## src/rtl/split_pkg.sv

```systemverilog
package split_pkg;
    localparam int ADDR_W = 16;
    localparam int CNT_W  = 10;
    localparam int DATA_W = 8;
    localparam int CNT_HI_W = CNT_W - DATA_W;

    localparam logic [3:0] RA_A_LO   = 4'h6;
    localparam logic [3:0] RA_A_HI   = 4'h7;
    localparam logic [3:0] RA_B_LO   = 4'h8;
    localparam logic [3:0] RA_B_HI   = 4'h9;
    localparam logic [3:0] RA_CNT_LO = 4'hA;
    localparam logic [3:0] RA_CNT_HI = 4'hB;
    localparam logic [3:0] RA_STR_LO = 4'hC;
    localparam logic [3:0] RA_STR_HI = 4'hD;

    typedef struct packed {
        logic [ADDR_W-1:0] base_a;
        logic [ADDR_W-1:0] base_b;
        logic [ADDR_W-1:0] stride;
        logic [CNT_W-1:0]  bound;
    } cfg_t;
endpackage

```

## src/rtl/split_host_regs.sv

```systemverilog
module split_host_regs
    import split_pkg::*;
(
    input  logic              clk,
    input  logic              rst_n,
    input  logic              we,
    input  logic [3:0]        addr,
    input  logic [DATA_W-1:0] wdata,
    output logic [DATA_W-1:0] rdata,
    output cfg_t              cfg
);
    cfg_t cfg_d, cfg_q;

    always_comb begin
        cfg_d = cfg_q;
        if (we) begin
            case (addr)
                RA_A_LO:   cfg_d.base_a[7:0]        = wdata;
                RA_A_HI:   cfg_d.base_a[15:8]       = wdata;
                RA_B_LO:   cfg_d.base_b[7:0]        = wdata;
                RA_B_HI:   cfg_d.base_b[15:8]       = wdata;
                RA_CNT_LO: cfg_d.bound[7:0]         = wdata;
                RA_CNT_HI: cfg_d.bound[CNT_W-1:8]   = wdata[CNT_HI_W-1:0];
                RA_STR_LO: cfg_d.stride[7:0]        = wdata;
                RA_STR_HI: cfg_d.stride[15:8]       = wdata;
                default:   cfg_d = cfg_q;
            endcase
        end
    end

    always_ff @(posedge clk or negedge rst_n) begin
        if (!rst_n) cfg_q <= '0;
        else        cfg_q <= cfg_d;
    end

    always_comb begin
        rdata = '0;
        case (addr)
            RA_A_LO:   rdata = cfg_q.base_a[7:0];
            RA_A_HI:   rdata = cfg_q.base_a[15:8];
            RA_B_LO:   rdata = cfg_q.base_b[7:0];
            RA_B_HI:   rdata = cfg_q.base_b[15:8];
            RA_CNT_LO: rdata = cfg_q.bound[7:0];
            RA_CNT_HI: rdata = {{(DATA_W-CNT_HI_W){1'b0}}, cfg_q.bound[CNT_W-1:8]};
            RA_STR_LO: rdata = cfg_q.stride[7:0];
            RA_STR_HI: rdata = cfg_q.stride[15:8];
            default:   rdata = '0;
        endcase
    end

    assign cfg = cfg_q;
endmodule

```

## src/rtl/split_line_seq.sv

```systemverilog
module split_line_seq
    import split_pkg::*;
(
    input  logic              clk,
    input  logic              rst_n,
    input  logic              frame_start,
    input  logic              line_end,
    input  logic              dual_panel,
    input  cfg_t              live,
    output logic [ADDR_W-1:0] fetch_addr,
    output logic              screen_sel
);
    typedef struct packed {
        cfg_t              sh;
        logic [CNT_W-1:0]  lcnt;
        logic [ADDR_W-1:0] addr;
        logic              sel;
    } st_t;

    st_t st_d, st_q;
    logic at_bound;

    assign at_bound = !dual_panel && !st_q.sel && (st_q.lcnt == st_q.sh.bound);

    always_comb begin
        st_d = st_q;
        if (frame_start) begin
            st_d.sh   = live;
            st_d.lcnt = '0;
            st_d.addr = live.base_a;
            st_d.sel  = 1'b0;
        end else if (line_end) begin
            if (st_q.lcnt != {CNT_W{1'b1}})
                st_d.lcnt = st_q.lcnt + 1'b1;
            if (at_bound) begin
                st_d.sel  = 1'b1;
                st_d.addr = st_q.sh.base_b;
            end else begin
                st_d.addr = st_q.addr + st_q.sh.stride;
            end
        end
    end

    always_ff @(posedge clk or negedge rst_n) begin
        if (!rst_n) st_q <= '0;
        else        st_q <= st_d;
    end

    assign fetch_addr = st_q.addr;
    assign screen_sel = st_q.sel;


    frame_reload_chk: assert property (@(posedge clk) disable iff (!rst_n)
        frame_start |=> (st_q.addr == $past(live.base_a)) && !st_q.sel);


    switch_cause_chk: assert property (@(posedge clk) disable iff (!rst_n)
        $rose(st_q.sel) |-> $past(line_end && !frame_start && !dual_panel));


    lower_stride_chk: assert property (@(posedge clk) disable iff (!rst_n)
        (line_end && !frame_start && st_q.sel) |=>
            (st_q.addr == ADDR_W'($past(st_q.addr) + $past(st_q.sh.stride))));


    dual_noswitch_chk: assert property (@(posedge clk) disable iff (!rst_n)
        (dual_panel && !st_q.sel && !frame_start) |=> !st_q.sel);


    shadow_hold_chk: assert property (@(posedge clk) disable iff (!rst_n)
        !frame_start |=> $stable(st_q.sh));
endmodule

```

## src/rtl/split_addr_seq.sv

```systemverilog
module split_addr_seq
    import split_pkg::*;
(
    input  logic        clk,
    input  logic        rst_n,
    input  logic        reg_we,
    input  logic [3:0]  reg_addr,
    input  logic [7:0]  reg_wdata,
    output logic [7:0]  reg_rdata,
    input  logic        dual_panel,
    input  logic        frame_start,
    input  logic        line_end,
    output logic [15:0] fetch_addr,
    output logic        screen_sel
);
    cfg_t cfg_live;

    split_host_regs u_regs (
        .clk   (clk),
        .rst_n (rst_n),
        .we    (reg_we),
        .addr  (reg_addr),
        .wdata (reg_wdata),
        .rdata (reg_rdata),
        .cfg   (cfg_live)
    );

    split_line_seq u_seq (
        .clk         (clk),
        .rst_n       (rst_n),
        .frame_start (frame_start),
        .line_end    (line_end),
        .dual_panel  (dual_panel),
        .live        (cfg_live),
        .fetch_addr  (fetch_addr),
        .screen_sel  (screen_sel)
    );
endmodule

```

## config.mk

```make
export PLATFORM = sky130hd
export DESIGN_NAME = split_addr_seq
export DESIGN_NICKNAME = d
export VERILOG_FILES = /design/src/rtl/split_pkg.sv /design/src/rtl/split_host_regs.sv /design/src/rtl/split_line_seq.sv /design/src/rtl/split_addr_seq.sv
export SDC_FILE = /design/constraint.sdc
export NUM_CORES = 1
export LEC_CHECK = 0
export BUFFER_PORTS_ARGS = -buffer_cell sky130_fd_sc_hd__buf_4
export CORE_ASPECT_RATIO = 0.8
export CORE_MARGIN = 5
export CORE_UTILIZATION = 45
export DETAILED_ROUTE_END_ITERATION = 8
export MAX_ROUTING_LAYER = met4
export PLACE_DENSITY = 0.64
export SLEW_MARGIN = 40
export SYNTH_ARGS = -nofsm -noshare
export SYNTH_HDL_FRONTEND = slang
export SYNTH_SLANG_ARGS = --single-unit
```

## constraint.sdc

```tcl
create_clock -name clk -period 6 [get_ports clk]
set_input_delay 1.8 -clock clk [delete_from_list [all_inputs] [get_ports clk]]
set_output_delay 1.8 -clock clk [all_outputs]
set_load 0.05 [all_outputs]
```

After elaboration in Yosys (flattened, before gate mapping)
Index checks and enable logic that the tools add are counted.
- output and inout port bits: 25
- bits in registers: 127
- input port bits: 18
- $add $sub $neg: 2
- equality and inequality tests: 10
- reductions and logical operators: 17
- muxes and demuxes: 6
- operators with widths (operator ; count):
    case mux 8 bit (8 select lines) ; 1
    2-to-1 mux 27 bit ; 2
    == test 4 bit, second input constant ; 6
    AND reduction 2 bit ; 10
    adder 16 bit ; 1
    2-to-1 mux 16 bit ; 1
    adder 10 x 1 -> 10 bit, second input constant ; 1
    == test 10 bit ; 1
    2-to-1 mux 10 bit ; 1
    != test 10 bit, second input constant ; 1
    == test 4 x 3 -> 1 bit, second input constant ; 2
    nonzero test 2 bit ; 3
    logical AND 1 bit ; 2
    logical NOT 1 bit ; 2
    2-to-1 mux 1 bit ; 1

Longest topological paths before layout
Gate-level depths: netlist of the first run.
- depth after elaboration: 6
- depth in mapped cells: 8
- depth with buffers taken out: 8

Cells and area by module
A second synthesis of the first run with hierarchy kept.
- cell total of the unflattened synthesis: 567
- area total of the unflattened synthesis: 6755.2 um^2
- by module, submodules not included (module ; times used ; cells each ; area an instance (um^2) ; seq. area each (um^2)):
    split_line_seq ; 1 ; 358 ; 3947.5 ; 1726.7
    split_host_regs ; 1 ; 209 ; 2807.7 ; 1451.4

Least setup slack after synthesis of the first run
Ideal clock, no wire load.
- kind: input to output
- from: input reg_addr[1]
- to: output reg_rdata[2]
- path buffers: 1
- cell stages on the path: 5
- path slack: 797 ps
- data arrival time: 3403 ps
- required time: 4200 ps
- cells stage by stage: nand2b_1 nor2_1 buf_2 a22oi_1 o2111ai_1
- word-level cells in the longest chain between the ends: 2
- elaborated cells on any way between the ends: 9
- those cells by class: eq/ne (8); mux (1)
- RTL lines (what ; RTL line ; RTL):
    start: declaration ; split_addr_seq.sv:7 ; input logic [3:0] reg_addr,
    == test 4 bit or == test 4 x 3 -> 1 bit (tied branches) ; split_host_regs.sv:38 ; case (addr)
    case mux 8 bit (8 select lines) (*) ; split_host_regs.sv:38 ;
    end: declaration ; split_addr_seq.sv:9 ; output logic [7:0] reg_rdata,
Mark *: on every way between the ends. The rest lies on a longest branch, timed or not.

Final worst setup path of the first run
- from: input reg_addr[0]
- to: output reg_rdata[1]
Same word-level chain as after synthesis.

==> results.yml, run 1 <==
worst_setup_path:
  r2r_cells: 8
  crit_type: "in2out"
  reg2reg_from: "u_seq.fetch_addr[0]"
  crit_buf_inv: 3
  r2r_end: "u_seq.fetch_addr[14]"
  cpLargestDelayFamily: "buffers and inverters"
  max_stage_delay_ns: 0.39
  critPathArrivalTime_ns: 3.50
  r2r_slack_ns: 3.41
  worstSetupEndpointType: "output pin"
  cp_common_cell: "buf_4"
  path_cells: "buf_4, clkinv_1, and3_1, a222oi_1, o211ai_1, buf_4"
  crit_fanout: 22
  crit_slowest_cell: "a222oi_1"
  worstSetupStartpointType: "input pin"
  required_ns: 4.20
pwr:
  p_per_area_nw_per_um2: 471
  power_frac_seq: 0.362
  clkPwrFrac: 0.316
  power.share.switching: 0.352
  internal-power_uw: 2320
  vdd_drop_max_mv: 0.284
  switching_power_uw: 1260
  p_leak_uw: 0.00337
  power.share.combinational: 0.323
place:
  place_area_um2: 6940
  place_congestion: 0.925
  io_buffers: 42
  dp_hpwl_um: 12600
global_routing:
  first_global_vias: 4741
  grt_max_degree: 57
  antenna_found_initial: 1
  grt_overflow_total: 0
  grt_use_total: 0.208
  grt_pass1_wl_um: 27200
clocking:
  clkTransAtPathRegs_ns: 0.06
  cts_setup_buffers: 0
  cts_buffers: 17
  ctsHoldBuffers: 0
  htreeDepth: 4
  cts.sinks: 127
  cts.repair.resized: 0
  cts_buffer_depth: 2
  root_buffer: "clkbuf_16"
  insertion_delay_ns: 0.42
  cts_tree: "built"
timing:
  rsz0062_at_grt: "no"
  hold_viol_final: 0
  setup_tns_ns: 0
  skew_ns: 0.00664
  max_freq_ghz: 0.189
  min_period_ns: 5.30
  tightest_slew_ns: 0.571
  min_period_over_period: 0.883
  maxSlewHeadroom: 0.618
  finalSetupViolCount: 0
  finalMaxSlewViolations: 0
final_layout:
  final_area_um2: 7590
  drive_above_1_share: 0.328
  fillerInstances: 1267
  utilization: 0.531
  syn2layout_area_growth_pct: 15.4
  diodes: 0
  layout_common_cells: "dfrtp_1, mux2_2, buf_4, nand2_1, nor2_1"
  layout_commonest_cell: "dfrtp_1"
  nets: 626
detailed_routing:
  drt-initial-drc-count: 415
  wl_met3_um: 1040
  drt_drc_violations_left: 0
  highest_layer: "met4"
  post_drt_wl_per_cell_um: 21.7
  vias: 4676
  dr.pass1.iters: 6
  dr_wl_met2_um: 7250
  met1_length_um: 8510
  via_per_inst: 5.93
  wl_um: 17100
  ant_nets: 0
yosys:
  synth_cell_types: 60
  yosysWarnings: 0
  synth_edf_count: 0
  synth_fp_nets: 602
  syn_avg_cell_area_um2: 11.6
  ys_dominant_reg_cell: "dfrtp_1"
  synthArstFlopShare: 1.00
  syn_inst: 567
  synth_seq_cells: 127
  seq_area_frac_synth: 0.483
  netlist_area_um2: 6580
floorplan:
  die_h_um: 118
  die_x_um: 145
  core-area_um2: 14300
  row_count: 39
  start_util: 0.460
  io_pins: 43
  dieArea_um2: 17100
hold_path:
  hold_end: "u_seq.st_q[66]"
  holdPathStages: 1
  min_from: "u_seq.st_q[66]"
  worst_hold_path_type: "reg2reg"
outcome:
  status: "finished clean"
flow_run:
  maxCapViolations: 0
## logic make-up (layout without fill, tap and decap cells)
kind of cell,count (synthesis),count (layout),synth area share
AOI/OAI and AO/OA,98,98,0.110
xor gates and xnor gates,31,31,0.0413
DFF,127,127,0.483
muxes,112,112,0.190
adders and majority gates,17,17,0.0335
buffers and inverters,53,90,0.0415
and+or+nand+nor,129,129,0.0999
## power groups by stage
stage	Sequential, uW	Combinational (uW)	Clock (uW)
after detailed placement	1310	1150	0
after CTS	1290	1160	1140
after floorplan	1200	954	0
final	1290	1150	1130
after global routing	1320	1260	1180
after global placement	1300	1120	0
## through the flow
stage	worst slack [ns]	hold slack (ns)	instances	total power [uW]
2_1_floorplan	0.797	0.467	567	2150
4_1_cts	0.735	0.501	788	3590
3_5_place_dp	0.734	0.489	756	2450
6_report	0.704	0.500	788	3580
5_1_grt	0.595	0.509	788	3760
3_3_place_gp	0.818	0.484	755	2420
## worst max-delay path by stage
stage                start            to  slack (ns)  cells after the start
4_1_cts        reg_addr[0]  reg_rdata[1]        0.73                      6
3_5_place_dp   reg_addr[0]  reg_rdata[1]        0.73                      6
5_1_grt        reg_addr[0]  reg_rdata[1]        0.60                      6
2_1_floorplan  reg_addr[1]  reg_rdata[2]        0.80                      5
6_report       reg_addr[0]  reg_rdata[1]        0.70                      6
3_3_place_gp   reg_addr[0]  reg_rdata[1]        0.82                      6
## synthesized netlist by cell type, types with 2 or more instances
cell,number,area (um2)
dfrtp_1,127,3180
mux2_2,103,1160
nand2_1,34,128
nor2_1,33,124
a21oi_1,21,105
xnor2_1,18,158
a22oi_1,17,128
buf_4,17,128
clkbuf_1,17,63.8
ha_1,16,200
and3_1,14,87.6
xor2_1,13,114
o21ai_0,11,55.1
nand3_1,10,50.1
inv_1,9,33.8
mux2i_1,9,90.1
nor3_1,9,45.0
buf_2,8,40.0
o221ai_1,8,70.1
nand4_1,5,31.3
a31oi_1,4,25.0
a32oi_1,4,35.0
nor2b_1,4,25.0
a211oi_1,3,22.5
nand2b_1,3,18.8
nand3_2,3,30.0
o211ai_1,3,22.5
a211o_1,2,17.5
a21o_1,2,15.0
a21oi_2,2,17.5
a221oi_1,2,17.5
a221oi_2,2,30.0
a222oi_1,2,20.0
and2_1,2,12.5
and4_1,2,17.5
nand2_2,2,12.5
o2111ai_1,2,17.5
o21a_1,2,15.0
## registers in the layout (all words and copies together), names as in the netlist
name              cells
u_seq.fetch_addr     16
u_regs.cfg           58
u_seq.screen_sel      1
u_seq.st_q           52
## cell type report
class / instances / area, um2 / share of cell area
well taps: 184 / 230 / 0.0303
clock inverters: 11 / 186 / 0.0246
flip-flops and latches: 127 / 3180 / 0.419
clock buffers: 21 / 460 / 0.0607
inverters: 11 / 41.3 / 0.00544
multi-input cells: 387 / 3120 / 0.412
repair buffers: 47 / 369 / 0.0486
## routing by layer
layer	vias to the layer above	global-route usage
li1	2112	-
met1	2361	0.306
met2	177	0.282
met3	26	0.0443
met4	0	0.0758
met5	-	-
(Power assumes the default switching activity.)
==> run 2, diff against run 1 <==
RECOVER_POWER = 25   (was not set)
==> results.yml, run 2 (same netlist as run 1, synthesis figures left out) <==
detailed_routing:
  drt-initial-drc-count: 392
  post_drt_wl_per_cell_um: 21.7
  drt_drc_violations_left: 0
  dr.pass1.iters: 5
  ant_nets: 0
  vias: 4708
  wl_um: 17100
  via_per_inst: 5.97
place:
  io_buffers: 42
  place_congestion: 0.925
  dp_hpwl_um: 12600
  place_area_um2: 6940
  dpl.cell_count: 756
  dp_slack_ns: 0.734
clocking:
  htreeDepth: 4
  cts_buffers: 17
  insertion_delay_ns: 0.42
  cts_tree: "built"
  cts.sinks: 127
  ctsHoldBuffers: 0
  cts.repair.resized: 0
  clkTransAtPathRegs_ns: 0.05
  cts_buffer_depth: 2
  cts_setup_buffers: 0
  root_buffer: "clkbuf_16"
timing:
  max_freq_ghz: 0.189
  finalMaxSlewViolations: 94
  maxSlewHeadroom: -1.14
  rsz0062_at_grt: "no"
  tightest_slew_ns: 3.21
  hold_viol_final: 0
  min_period_over_period: 0.881
  skew_ns: 0.00763
  setup_ws_ns: 0.714
  min_period_ns: 5.29
  setup_tns_ns: 0
  finalSetupViolCount: 0
final_layout:
  fin_cells: 788
  layout_common_cells: "dfrtp_1, mux2_2, buf_4, nand2_1, nor2_1"
  diodes: 0
  syn2layout_area_growth_pct: 15.3
  nets: 626
  largest_register_ffs: 58
  drive_above_1_share: 0.325
  final_area_um2: 7580
  layout_commonest_cell: "dfrtp_1"
pwr:
  vdd_drop_max_mv: 0.284
  p_per_area_nw_per_um2: 472
  power_uw: 3580
  p_leak_uw: 0.00336
outcome:
  status: "finished, violations left"
  failed_checks: "capacitance limit, slew limit"
flow_run:
  maxCapViolations: 2
global_routing:
  met1_usage: 0.306
  met3_usage: 0.0443
  grt_overflow_total: 0
  antenna_found_initial: 1
  grt_max_degree: 57
  met2_usage: 0.282
  grt_pass1_wl_um: 27200
  grt_use_total: 0.208
  first_global_vias: 4741
  grt_busiest_layer: "met1"
worst_setup_path:
  crit_type: "in2out"
  worstSetupEndpointType: "output pin"
  worstSetupStartpointType: "input pin"
  required_ns: 4.20
  critPathArrivalTime_ns: 3.49
  crit_fanout: 22
hold_path:
  worst_hold_path_type: "reg2reg"
floorplan:
  row_count: 39
  dieArea_um2: 17100
  io_pins: 43
  start_util: 0.460
  die_h_um: 118
  die_x_um: 145
  core-area_um2: 14300
[run 2: cell types whose count changed in the layout (fill, tap and decap cells not counted), sizes merged]
cell / before / now
clkbuf: 21 / 23
buf: 47 / 45
[run 2: worst paths after layout]
path | from | end | slack (ns) | cells past startpoint
worst max-delay path | reg_addr[0] | reg_rdata[1] | 0.71 | 6
worst min-delay path | u_seq.st_q[66] | u_seq.st_q[66] | 0.50 | 1
worst max register to register | u_seq.fetch_addr[0] | u_seq.fetch_addr[14] | 3.36 | 8
worst min register to register | u_seq.st_q[66] | u_seq.st_q[66] | 0.50 | 1
max in group asynchronous | rst_n | u_seq.st_q[39] | 1.72 | 2
min in group asynchronous | rst_n | u_seq.st_q[46] | 2.44 | 1
[run 2: worst max-delay path, cell delays in order]
cell	delay, ns
buf_4	0.25
clkinv_1	0.29
and3_1	0.34
a222oi_1	0.40
o211ai_1	0.19
buf_4	0.22
[run 2: stage by stage]
stage                     utilization  hold WS, ns
final                           0.530        0.500
after global routing            0.530        0.510
after CTS                       0.531        0.501
after detailed placement        0.485        0.489
after global placement          0.484        0.484
after floorplan                     -        0.467
[run 2: layout make-up]
| type | instances | area [um2] |
|---|---|---|
| fillers | 1269 | 6720 |
| flip-flops and latches | 127 | 3180 |
| multi-input cells | 387 | 3120 |
| clock buffers | 21 | 460 |
| repair buffers | 47 | 358 |
| well taps | 184 | 230 |
| clock inverters | 11 | 186 |
| inverters | 11 | 41.3 |
[run 2: power by group]
group	internal [uW]	total, uW	switching (uW)
Sequential	1080	1290	219
Combinational	487	1150	667
Clock	756	1130	373
[run 2: metal layers]
layer / routed length (um) / vias up / part of all wire
met5: 0 / - / 0
met4: 301 / 0 / 0.018
met3: 994 / 30 / 0.058
li1: - / 2119 / -
met2: 7310 / 175 / 0.43
met1: 8490 / 2384 / 0.50
==> run 3, diff against run 2 <==
clock period = 6.7 ns   (was 6 ns; I/O delays follow)
==> results.yml, run 3 (same netlist as run 1, synthesis figures left out) <==
worst_setup_path:
  required_ns: 4.69
  r2r_slack_ns: 4.05
  crit_fanout: 12
  cpLargestDelayFamily: "buffers and inverters"
  worstSetupEndpointType: "output pin"
  max_stage_delay_ns: 0.46
  crit_type: "in2out"
  path_cells: "clkbuf_1, nor2b_1, and2_1, a22oi_1, o2111ai_1, buf_4"
  crit_slowest_cell: "clkbuf_1"
  worstSetupStartpointType: "input pin"
  critPathArrivalTime_ns: 3.81
  crit_buf_inv: 2
floorplan:
  die_h_um: 118
  die_x_um: 145
  dieArea_um2: 17100
  io_pins: 43
  core-area_um2: 14300
  start_util: 0.460
  row_count: 39
clocking:
  ctsHoldBuffers: 0
  clkTransAtPathRegs_ns: 0.05
  cts_tree: "built"
  htreeDepth: 4
  cts_buffer_depth: 2
  cts.repair.resized: 0
  cts_buffers: 17
  root_buffer: "clkbuf_16"
  cts_setup_buffers: 0
  insertion_delay_ns: 0.41
  cts.sinks: 127
timing:
  rsz0062_at_grt: "no"
  min_period_over_period: 0.868
  maxSlewHeadroom: -1.36
  max_freq_ghz: 0.172
  whs_ns: 0.504
  finalSetupViolCount: 0
  tightest_slew_ns: 3.53
  finalMaxSlewViolations: 64
  setup_tns_ns: 0
  min_period_ns: 5.82
  hold_viol_final: 0
  skew_ns: 0.0136
detailed_routing:
  ant_nets: 0
  vias: 4604
  wl_um: 17000
  dr.pass1.iters: 5
  drt-initial-drc-count: 395
  post_drt_wl_per_cell_um: 21.7
  drt_drc_violations_left: 0
  via_per_inst: 5.88
pwr:
  power.share.switching: 0.370
  switching_power_uw: 1120
  power_frac_seq: 0.383
  power.share.combinational: 0.339
  internal-power_uw: 1910
  p_per_area_nw_per_um2: 408
  clkPwrFrac: 0.279
  p_leak_uw: 0.00329
  vdd_drop_max_mv: 0.261
flow_run:
  maxCapViolations: 1
hold_path:
  worst_hold_path_type: "reg2reg"
global_routing:
  grt_use_total: 0.209
  grt_max_degree: 81
  grt_overflow_total: 0
  first_global_vias: 4676
  antenna_found_initial: 1
  grt_pass1_wl_um: 27300
place:
  dp_hpwl_um: 12300
  place_congestion: 0.942
  io_buffers: 42
final_layout:
  largest_register_ffs: 58
  layout_common_cells: "dfrtp_1, mux2_2, buf_4, nand2_1, nor2_1"
  layout_commonest_cell: "dfrtp_1"
  nets: 623
  drive_above_1_share: 0.318
  syn2layout_area_growth_pct: 13.2
outcome:
  status: "finished, violations left"
  failed_checks: "capacitance limit, slew limit"
[run 3: cell count changes in the layout (fill, tap and decap cells not counted), sizes merged]
cell      delta
buf          -4
bufinv       -4
clkinvlp     +1
diode        +1
inv          +1
[run 3: area by class of cell]
class	instances	area, um2
antenna	1	2.50
multi-input combinational	387	3130
clock inverter	9	90.1
clock buffer	20	447
sequential	127	3180
inverter	11	41.3
timing repair buffer	44	327
fill	1243	6860
tap	184	230
[run 3: power groups by stage]
stage               Sequential (uW)  Clock [uW]  Combinational [uW]
floorplan                      1070           0                 855
CTS                            1160         861                1030
detailed placement             1170           0                1020
global placement               1170           0                1000
global route                   1180         896                1130
finish                         1160         846                1030
[run 3: path summary, 6_finish.rpt]
| check | cells after the start | start | end |
|---|---|---|---|
| hold / removal | 1 | u_seq.st_q[68] | u_seq.st_q[68] |
| hold reg to reg | 1 | u_seq.st_q[68] | u_seq.st_q[68] |
| setup reg to reg | 8 | u_seq.fetch_addr[0] | u_seq.fetch_addr[12] |
| max in group asynchronous | 1 | rst_n | u_seq.fetch_addr[6] |
| min in group asynchronous | 1 | rst_n | u_seq.st_q[46] |
| setup / recovery | 6 | reg_addr[2] | reg_rdata[6] |
[run 3: layer usage]
layer	vias to the layer above	routed length (um)	global-route usage
met5	-	0	-
met4	0	104	0.0466
met3	8	912	0.0597
met2	119	7280	0.283
met1	2356	8720	0.311
li1	2121	-	-
[run 3: metrics by stage]
stage / utilization / total power, uW / area (um2) / cells / worst slack (ns)
2_1_floorplan: - / 1930 / 6580 / 567 / 1.08
3_3_place_gp: 0.483 / 2170 / 6900 / 753 / 0.893
3_5_place_dp: 0.483 / 2190 / 6900 / 753 / 0.811
4_1_cts: 0.520 / 3050 / 7440 / 782 / 0.802
5_1_grt: 0.520 / 3200 / 7440 / 782 / 0.749
6_report: 0.521 / 3030 / 7440 / 783 / 0.882
